## config.mk

```make
export PLATFORM = sky130hd
export DESIGN_NAME = thermo_i2c_target
export DESIGN_NICKNAME = d
export VERILOG_FILES = /design/src/rtl/tsi_pkg.sv /design/src/rtl/tsi_sync.sv /design/src/rtl/tsi_bus_events.sv /design/src/rtl/tsi_regbank.sv /design/src/rtl/tsi_link.sv /design/src/rtl/thermo_i2c_target.sv
export SDC_FILE = /design/constraint.sdc
export NUM_CORES = 1
export LEC_CHECK = 0
export BUFFER_PORTS_ARGS = -buffer_cell sky130_fd_sc_hd__buf_2
export CAP_MARGIN = 20
export CORE_MARGIN = 2
export CORE_UTILIZATION = 40
export CTS_CLUSTER_SIZE = 24
export DETAILED_ROUTE_END_ITERATION = 12
export PLACE_DENSITY = 0.57
export SYNTH_ARGS = -nofsm -noshare
export SYNTH_HDL_FRONTEND = slang
export SYNTH_SLANG_ARGS = --single-unit
```

## constraint.sdc

```tcl
create_clock -name clk -period 3.2 [get_ports clk]
set_clock_uncertainty 0.2 [all_clocks]
set_input_delay 0 -clock clk [delete_from_list [all_inputs] [get_ports clk]]
set_output_delay 0 -clock clk [all_outputs]
set_load 0.03 [all_outputs]
```

## src/rtl/tsi_pkg.sv

```systemverilog
// Shared constants, register select codes and link state type for the
// thermal register target. Assumes a 3-bit pointer field.
package tsi_pkg;
    localparam int PTR_W  = 3;
    localparam int BYTE_W = 8;
    localparam int WORD_W = 2 * BYTE_W;

    localparam logic [PTR_W-1:0] SEL_TEMP = 3'd0;
    localparam logic [PTR_W-1:0] SEL_CFG  = 3'd1;
    localparam logic [PTR_W-1:0] SEL_LOW  = 3'd2;
    localparam logic [PTR_W-1:0] SEL_HIGH = 3'd3;
    localparam logic [PTR_W-1:0] SEL_CRIT = 3'd4;

    localparam int CFG_SHDN = 0;
    localparam int CFG_INTM = 1;

    typedef enum logic [3:0] {
        L_IDLE, L_ADDR, L_ADDR_ACK, L_PTR, L_PTR_ACK,
        L_WDAT, L_WDAT_ACK, L_RDAT, L_RACK
    } link_st_t;

    // True for registers that carry two bytes on the bus.
    function automatic logic sel_wide(input logic [PTR_W-1:0] s);
        return (s == SEL_TEMP) || (s == SEL_LOW) || (s == SEL_HIGH) || (s == SEL_CRIT);
    endfunction
endpackage

```

## src/rtl/tsi_sync.sv

```systemverilog
// Multi-flop synchronizer for one bus line. Resets to 1 (idle bus level).
// Assumes STAGES >= 2.
module tsi_sync #(
    parameter int STAGES = 2
) (
    input  logic clk,
    input  logic rst_n,
    input  logic d,
    output logic q
);
    logic [STAGES-1:0] chain;

    // Shift the raw line through the flop chain.
    always_ff @(posedge clk) begin
        if (!rst_n) chain <= '1;
        else        chain <= {chain[STAGES-2:0], d};
    end

    assign q = chain[STAGES-1];
endmodule

```

## src/rtl/tsi_bus_events.sv

```systemverilog
// Derives SCL edges and start/stop conditions from synchronized lines.
// Assumes SDA moves only while SCL is low, except for start and stop.
module tsi_bus_events (
    input  logic clk,
    input  logic rst_n,
    input  logic scl_s,
    input  logic sda_s,
    output logic scl_rise,
    output logic scl_fall,
    output logic start_evt,
    output logic stop_evt
);
    logic scl_q;
    logic sda_q;

    // Hold the previous sample of both lines.
    always_ff @(posedge clk) begin
        if (!rst_n) begin
            scl_q <= 1'b1;
            sda_q <= 1'b1;
        end else begin
            scl_q <= scl_s;
            sda_q <= sda_s;
        end
    end

    assign scl_rise  = scl_s & ~scl_q;
    assign scl_fall  = ~scl_s & scl_q;
    assign start_evt = scl_s & scl_q & sda_q & ~sda_s;
    assign stop_evt  = scl_s & scl_q & ~sda_q & sda_s;
endmodule

```

## src/rtl/tsi_regbank.sv

```systemverilog
// Register bank: configuration, three threshold words, alarm and critical
// flags. Temperature comes straight from the converter input. Assumes
// writes arrive as whole registers from the link layer.
module tsi_regbank
    import tsi_pkg::*;
(
    input  logic              clk,
    input  logic              rst_n,
    input  logic              wr_en,
    input  logic [PTR_W-1:0]  wr_sel,
    input  logic [WORD_W-1:0] wr_data,
    input  logic [PTR_W-1:0]  rd_sel,
    output logic [WORD_W-1:0] rd_data,
    input  logic [WORD_W-1:0] temp_in,
    input  logic              alarm_evt,
    input  logic              crit_evt,
    input  logic              rd_clear,
    output logic [BYTE_W-1:0] cfg_out,
    output logic [WORD_W-1:0] lim_low,
    output logic [WORD_W-1:0] lim_high,
    output logic [WORD_W-1:0] lim_crit,
    output logic              alarm_out,
    output logic              crit_out
);
    logic sd_entry;

    assign sd_entry = wr_en && (wr_sel == SEL_CFG) && wr_data[CFG_SHDN] && !cfg_out[CFG_SHDN];

    // Store host writes into the addressed register.
    always_ff @(posedge clk) begin
        if (!rst_n) begin
            cfg_out  <= '0;
            lim_low  <= '0;
            lim_high <= '0;
            lim_crit <= '0;
        end else if (wr_en) begin
            case (wr_sel)
                SEL_CFG:  cfg_out  <= wr_data[BYTE_W-1:0];
                SEL_LOW:  lim_low  <= wr_data;
                SEL_HIGH: lim_high <= wr_data;
                SEL_CRIT: lim_crit <= wr_data;
                default:  ;
            endcase
        end
    end

    // Keep alarm and critical flags; clears win over same-cycle events.
    always_ff @(posedge clk) begin
        if (!rst_n) begin
            alarm_out <= 1'b0;
            crit_out  <= 1'b0;
        end else begin
            if (sd_entry || (rd_clear && cfg_out[CFG_INTM])) alarm_out <= 1'b0;
            else if (alarm_evt)                              alarm_out <= 1'b1;
            if (sd_entry)      crit_out <= 1'b0;
            else if (crit_evt) crit_out <= 1'b1;
        end
    end

    // Present the selected register to the link layer.
    always_comb begin
        case (rd_sel)
            SEL_TEMP: rd_data = temp_in;
            SEL_CFG:  rd_data = {{BYTE_W{1'b0}}, cfg_out};
            SEL_LOW:  rd_data = lim_low;
            SEL_HIGH: rd_data = lim_high;
            SEL_CRIT: rd_data = lim_crit;
            default:  rd_data = '0;
        endcase
    end
endmodule

```

## src/rtl/tsi_link.sv

```systemverilog
// Byte-level target protocol engine: address match, pointer latch, write
// assembly and read shifting. Assumes SCL/SDA are already synchronized and
// that events come from tsi_bus_events. SDA changes only after an SCL fall.
module tsi_link
    import tsi_pkg::*;
#(
    parameter logic [6:0] DEV_ADDR = 7'h48
) (
    input  logic              clk,
    input  logic              rst_n,
    input  logic              scl_rise,
    input  logic              scl_fall,
    input  logic              start_evt,
    input  logic              stop_evt,
    input  logic              sda_s,
    input  logic [WORD_W-1:0] rd_data,
    output logic              sda_oe,
    output logic [PTR_W-1:0]  ptr,
    output logic              wr_en,
    output logic [PTR_W-1:0]  wr_sel,
    output logic [WORD_W-1:0] wr_data,
    output logic              rd_clear
);
    localparam logic [3:0] BITS = 4'(BYTE_W);

    link_st_t          st;
    logic [3:0]        bitcnt;
    logic [BYTE_W-1:0] shreg;
    logic [BYTE_W-1:0] stage;
    logic [BYTE_W-1:0] tx;
    logic [1:0]        wcnt;
    logic              first_q;
    logic              nack;
    logic              next_first;
    logic [BYTE_W-1:0] byte_first;
    logic [BYTE_W-1:0] byte_next;

    // Choose the byte of the selected register to put on the bus.
    function automatic logic [BYTE_W-1:0] pick(input logic [PTR_W-1:0] s, input logic first,
                                               input logic [WORD_W-1:0] w);
        return (sel_wide(s) && first) ? w[WORD_W-1:BYTE_W] : w[BYTE_W-1:0];
    endfunction

    assign next_first = sel_wide(ptr) ? !first_q : 1'b1;
    assign byte_first = pick(ptr, 1'b1, rd_data);
    assign byte_next  = pick(ptr, next_first, rd_data);

    // Protocol state machine; start and stop override any state.
    always_ff @(posedge clk) begin
        if (!rst_n) begin
            st       <= L_IDLE;
            bitcnt   <= '0;
            shreg    <= '0;
            stage    <= '0;
            tx       <= '0;
            wcnt     <= '0;
            first_q  <= 1'b1;
            nack     <= 1'b0;
            sda_oe   <= 1'b0;
            ptr      <= SEL_TEMP;
            wr_en    <= 1'b0;
            wr_sel   <= SEL_TEMP;
            wr_data  <= '0;
            rd_clear <= 1'b0;
        end else begin
            wr_en    <= 1'b0;
            rd_clear <= 1'b0;
            if (start_evt) begin
                st     <= L_ADDR;
                bitcnt <= '0;
                sda_oe <= 1'b0;
            end else if (stop_evt) begin
                st     <= L_IDLE;
                sda_oe <= 1'b0;
            end else begin
                case (st)
                    L_ADDR, L_PTR, L_WDAT: begin
                        if (scl_rise && bitcnt != BITS) begin
                            shreg  <= {shreg[BYTE_W-2:0], sda_s};
                            bitcnt <= bitcnt + 4'd1;
                        end else if (scl_fall && bitcnt == BITS) begin
                            bitcnt <= '0;
                            if (st == L_ADDR) begin
                                if (shreg[7:1] == DEV_ADDR) begin
                                    sda_oe   <= 1'b1;
                                    nack     <= shreg[0];
                                    rd_clear <= shreg[0];
                                    st       <= L_ADDR_ACK;
                                end else begin
                                    st <= L_IDLE;
                                end
                            end else if (st == L_PTR) begin
                                ptr    <= shreg[PTR_W-1:0];
                                wcnt   <= '0;
                                sda_oe <= 1'b1;
                                st     <= L_PTR_ACK;
                            end else begin
                                sda_oe <= 1'b1;
                                st     <= L_WDAT_ACK;
                                wr_sel <= ptr;
                                if (wcnt != 2'd2) wcnt <= wcnt + 2'd1;
                                if (ptr == SEL_CFG) begin
                                    if (wcnt == 2'd0) begin
                                        wr_en   <= 1'b1;
                                        wr_data <= {{BYTE_W{1'b0}}, shreg};
                                    end
                                end else if (ptr != SEL_TEMP && sel_wide(ptr)) begin
                                    if (wcnt == 2'd0) stage <= shreg;
                                    else if (wcnt == 2'd1) begin
                                        wr_en   <= 1'b1;
                                        wr_data <= {stage, shreg};
                                    end
                                end
                            end
                        end
                    end
                    L_ADDR_ACK: if (scl_fall) begin
                        if (nack) begin
                            first_q <= 1'b1;
                            tx      <= byte_first;
                            sda_oe  <= !byte_first[BYTE_W-1];
                            bitcnt  <= 4'd1;
                            st      <= L_RDAT;
                        end else begin
                            sda_oe <= 1'b0;
                            st     <= L_PTR;
                        end
                    end
                    L_PTR_ACK, L_WDAT_ACK: if (scl_fall) begin
                        sda_oe <= 1'b0;
                        st     <= L_WDAT;
                    end
                    L_RDAT: if (scl_fall) begin
                        if (bitcnt != BITS) begin
                            sda_oe <= !tx[BYTE_W-2];
                            tx     <= {tx[BYTE_W-2:0], 1'b0};
                            bitcnt <= bitcnt + 4'd1;
                        end else begin
                            sda_oe <= 1'b0;
                            st     <= L_RACK;
                        end
                    end
                    L_RACK: begin
                        if (scl_rise) nack <= sda_s;
                        else if (scl_fall) begin
                            if (nack) st <= L_IDLE;
                            else begin
                                first_q <= next_first;
                                tx      <= byte_next;
                                sda_oe  <= !byte_next[BYTE_W-1];
                                bitcnt  <= 4'd1;
                                st      <= L_RDAT;
                            end
                        end
                    end
                    default: ;
                endcase
            end
        end
    end
endmodule

```

## src/rtl/thermo_i2c_target.sv

```systemverilog
// Top of the thermal register target: line synchronizers, bus event
// detection, protocol engine and register bank. Assumes clk runs at least
// about 16 times faster than SCL.
module thermo_i2c_target
    import tsi_pkg::*;
#(
    parameter logic [6:0] DEV_ADDR    = 7'h48,
    parameter int         SYNC_STAGES = 2
) (
    input  logic              clk,
    input  logic              rst_n,
    input  logic              scl_i,
    input  logic              sda_i,
    output logic              sda_oe,
    input  logic [WORD_W-1:0] temp_in,
    input  logic              alarm_evt,
    input  logic              crit_evt,
    output logic              alarm_out,
    output logic              crit_out,
    output logic [BYTE_W-1:0] cfg_out,
    output logic [WORD_W-1:0] lim_low,
    output logic [WORD_W-1:0] lim_high,
    output logic [WORD_W-1:0] lim_crit
);
    logic [1:0]        raw_lines;
    logic [1:0]        sync_lines;
    logic              scl_s;
    logic              sda_s;
    logic              scl_rise;
    logic              scl_fall;
    logic              start_evt;
    logic              stop_evt;
    logic [PTR_W-1:0]  ptr;
    logic              wr_en;
    logic [PTR_W-1:0]  wr_sel;
    logic [WORD_W-1:0] wr_data;
    logic [WORD_W-1:0] rd_data;
    logic              rd_clear;

    assign raw_lines = {sda_i, scl_i};

    for (genvar g = 0; g < 2; g++) begin : g_sync
        tsi_sync #(.STAGES(SYNC_STAGES)) u_sync (
            .clk(clk), .rst_n(rst_n), .d(raw_lines[g]), .q(sync_lines[g])
        );
    end

    assign scl_s = sync_lines[0];
    assign sda_s = sync_lines[1];

    tsi_bus_events u_evt (
        .clk(clk), .rst_n(rst_n), .scl_s(scl_s), .sda_s(sda_s),
        .scl_rise(scl_rise), .scl_fall(scl_fall),
        .start_evt(start_evt), .stop_evt(stop_evt)
    );

    tsi_link #(.DEV_ADDR(DEV_ADDR)) u_link (
        .clk(clk), .rst_n(rst_n), .scl_rise(scl_rise), .scl_fall(scl_fall),
        .start_evt(start_evt), .stop_evt(stop_evt), .sda_s(sda_s),
        .rd_data(rd_data), .sda_oe(sda_oe), .ptr(ptr), .wr_en(wr_en),
        .wr_sel(wr_sel), .wr_data(wr_data), .rd_clear(rd_clear)
    );

    tsi_regbank u_regs (
        .clk(clk), .rst_n(rst_n), .wr_en(wr_en), .wr_sel(wr_sel),
        .wr_data(wr_data), .rd_sel(ptr), .rd_data(rd_data), .temp_in(temp_in),
        .alarm_evt(alarm_evt), .crit_evt(crit_evt), .rd_clear(rd_clear),
        .cfg_out(cfg_out), .lim_low(lim_low), .lim_high(lim_high),
        .lim_crit(lim_crit), .alarm_out(alarm_out), .crit_out(crit_out)
    );
endmodule

```

==> impl_metrics.json <==
{
  "start_util_pct": 40.53,
  "synth_mux_area_share_pct": 7.384,
  "via_per_inst": 5.526,
  "ys_ff_latch": 124,
  "ir_worst_vdd_v": 0.0003678,
  "outcome": "completed",
  "synth_top_cell_area_share_pct": 42.47,
  "fin_tns_setup_ps": 0,
  "synth_nets": 751,
  "hold_viol": 0,
  "setup_viol": 0,
  "fillCellCount": 1439,
  "drtPass1Iterations": 5,
  "clk-insertion-delay-late_ps": 420,
  "syn_avg_cell_area_um2": 8.074,
  "tightest_slew_ps": 804.8,
  "maxCapViolCount": 0,
  "required_ps": 3310,
  "post-route-util_pct": 49.45,
  "min_period_ps": 2584,
  "fmax_ghz": 0.3870,
  "rows": 44,
  "antenna_found_initial": 0,
  "core_region_area_mm2": 0.01442,
  "cts_resized": 0,
  "syn_inst": 724,
  "synthAdderAreaFrac_pct": 1.070,
  "cts.sinks": 124,
  "route.detailed.drc": 0,
  "wl_um": 17970,
  "rsz0062_at_grt": "no",
  "dr.first_iter.drc_count": 454,
  "drive_above_1_share_pct": 18.05,
  "synth.most_common_cell": "nand2_1",
  "synth-edff-count": 0,
  "port_buffers": 80,
  "synth_area_leaders": "dfxtp_1 (42%), nand2_1 (10%), a21oi_1 (6.8%)",
  "dieArea_mm2": 0.01560,
  "diodes": 0,
  "clock_path_buffers": 2,
  "worst_setup_path_start_kind": "flop",
  "crit_type": "reg -> reg",
  "grt_pass1_wl_um": 28520,
  "die_w_um": 124.9,
  "synthDistinctLibCells": 61,
  "synth_area_leader_cell": "dfxtp_1",
  "synthTopCellsByCount": "nand2_1 (160), dfxtp_1 (124), a21oi_1 (80)",
  "grt_max_degree": 39,
  "hpwl_um": 12630,
  "seq_area_frac_synth_pct": 42.47,
  "hold_depth": 7,
  "synth_warnings": 0,
  "numCtsBuffers": 17,
  "slew_headroom_pct": 46.20,
  "track_usage_pct": 23.15,
  "root_buffer": "clkbuf_16",
  "clk_pin_slew_worst_paths_ps": 60,
  "wl_per_cell_um": 17.90,
  "postPlaceCellArea_mm2": 0.006405,
  "final_max_slew_viol_count": 0,
  "r2r_cells": 6,
  "p_per_area_mw_per_mm2": 491.7,
  "htreeDepth": 4,
  "hp-class": "in -> reg",
  "min_period_over_period_pct": 80.75,
  "p_leak_nw": 2.715,
  "synthToLayoutAreaGrowth_pct": 22.02,
  "synth.cell_area_mm2": 0.005846,
  "gr-total-overflow": 0,
  "design.final.nets": 835,
  "synth-compound-area-share_pct": 19.50,
  "cp-end-kind": "flop",
  "worstPathMaxFanout": 25,
  "cts_tree": "done",
  "pin_count": 81,
  "grt_pass1_vias": 5260,
  "ant_nets": 0,
  "synth_top_family_by_area": "simple AND/OR/NAND/NOR gates",
  "finalPower_w": 0.003508,
  "finalInstanceArea_mm2": 0.007133,
  "arrival_ps": 2690,
  "ys.flop_type": "dfxtp_1",
  "synth-xor-area-share_pct": 0,
  "die-height_um": 124.9,
  "gp_congestion": 0.8786,
  "vias": 5548,
  "synth-simple-area-share_pct": 25.51,
  "synthArstFlopShare_pct": 0
}
[worst max-delay path, cell delays in order, from the launching register on]
cell	delay (ps)
dfxtp_1	770
nor2b_2	260
buf_4	300
o21ai_1	160
nor3_4	430
mux2i_1	280
nor2b_1	70
[stage by stage]
stage / hold slack (ps) / std cells / worst slack (ps)
6_report: 106.2 / 1004 / 616.0
5_1_grt: 134.6 / 1004 / 408.3
4_1_cts: 80.87 / 1003 / 488.8
3_5_place_dp: -13.18 / 956 / 500.6
3_3_place_gp: -16.93 / 956 / 627.7
2_1_floorplan: -98.53 / 724 / 922.8
[power by group]
group          total (W)  switching (W)  internal [W]
Clock            0.00182       0.000718       0.00110
Combinational   0.000128      0.0000734     0.0000551
Sequential       0.00156     0.00000841       0.00155
Total            0.00351       0.000800       0.00271
[final cells by class]
class	instances	area (um^2)	share of cell area [%]
well taps	184	230.2	3.228
inverters	8	30.03	0.4210
flip-flops and latches	124	2482	34.80
repair buffers	114	703.2	9.858
clock buffers	21	460.4	6.455
multi-input cells	543	3134	43.94
clock inverters	10	92.59	1.298
[kinds of logic after synthesis]
| family | after synthesis |
|---|---|
| muxes | 42 |
| adders and majority gates | 5 |
| DFF | 124 |
| AOI/OAI and AO/OA | 185 |
| and+or+nand+nor | 311 |
| buffers and inverters | 57 |
[layer usage]
metal	routed length, um	track usage (%)	up-vias
met4	360	8.235	0
met5	0	0	-
met1	8146	31.85	2617
li1	-	-	2702
met3	1303	4.983	27
met2	8161	35.90	202
[what timing repair did]
item | CTS | global route
hold endpoints to repair | 20 | 0
hold buffers | 16 | 0
buffers inserted | 0 | 0
[sequential cells by signal (all words and copies together), names as in the netlist, 2 cells and up]
name,cells
u_link.wr_data,16
u_regs.lim_crit,16
u_regs.lim_high,16
u_regs.lim_low,16
u_link.shreg,8
u_link.stage,8
u_regs.cfg_out,8
u_link.tx,7
g_sync.u_sync.chain,4
u_link.bitcnt,4
u_link.st,4
u_link.ptr,3
u_link.wr_sel,3
u_link.wcnt,2
[path summary, 6_finish.rpt]
kind	to	start	slack, ps
min reg2reg	g_sync[1].u_sync.chain[1]	g_sync[1].u_sync.chain[0]	210
max reg2reg	u_link.stage[4]	u_link.ptr[1]	620
min	u_link.tx[3]	temp_in[11]	110
max	u_link.stage[4]	u_link.ptr[1]	620
[placed cells by master (no fill, tap or decap), types with 3 or more instances in the layout]
| cell | count |
|---|---|
| or2_2 | 3 |
| and3_1 | 3 |
| ha_1 | 5 |
| o21ai_0 | 25 |
| o21ai_1 | 3 |
| nor3_1 | 6 |
| inv_1 | 7 |
| nand3b_1 | 6 |
| clkbuf_16 | 17 |
| nand3_1 | 24 |
| a21oi_1 | 80 |
| a22oi_1 | 18 |
| a211oi_1 | 4 |
| and2_1 | 10 |
| clkinv_2 | 3 |
| nor2b_1 | 20 |
| dfxtp_1 | 124 |
| o22ai_1 | 7 |
| dlygate4sd3_1 | 16 |
| mux2_2 | 9 |
| o211ai_1 | 13 |
| mux2i_1 | 33 |
| clkinvlp_4 | 4 |
| a21boi_0 | 12 |
| nor2_1 | 41 |
| nand2_1 | 160 |
| nand2b_1 | 14 |
| nor3b_1 | 5 |
| buf_4 | 17 |
| buf_2 | 80 |
| a31oi_1 | 4 |
Power figures use the tool's default switching activity.
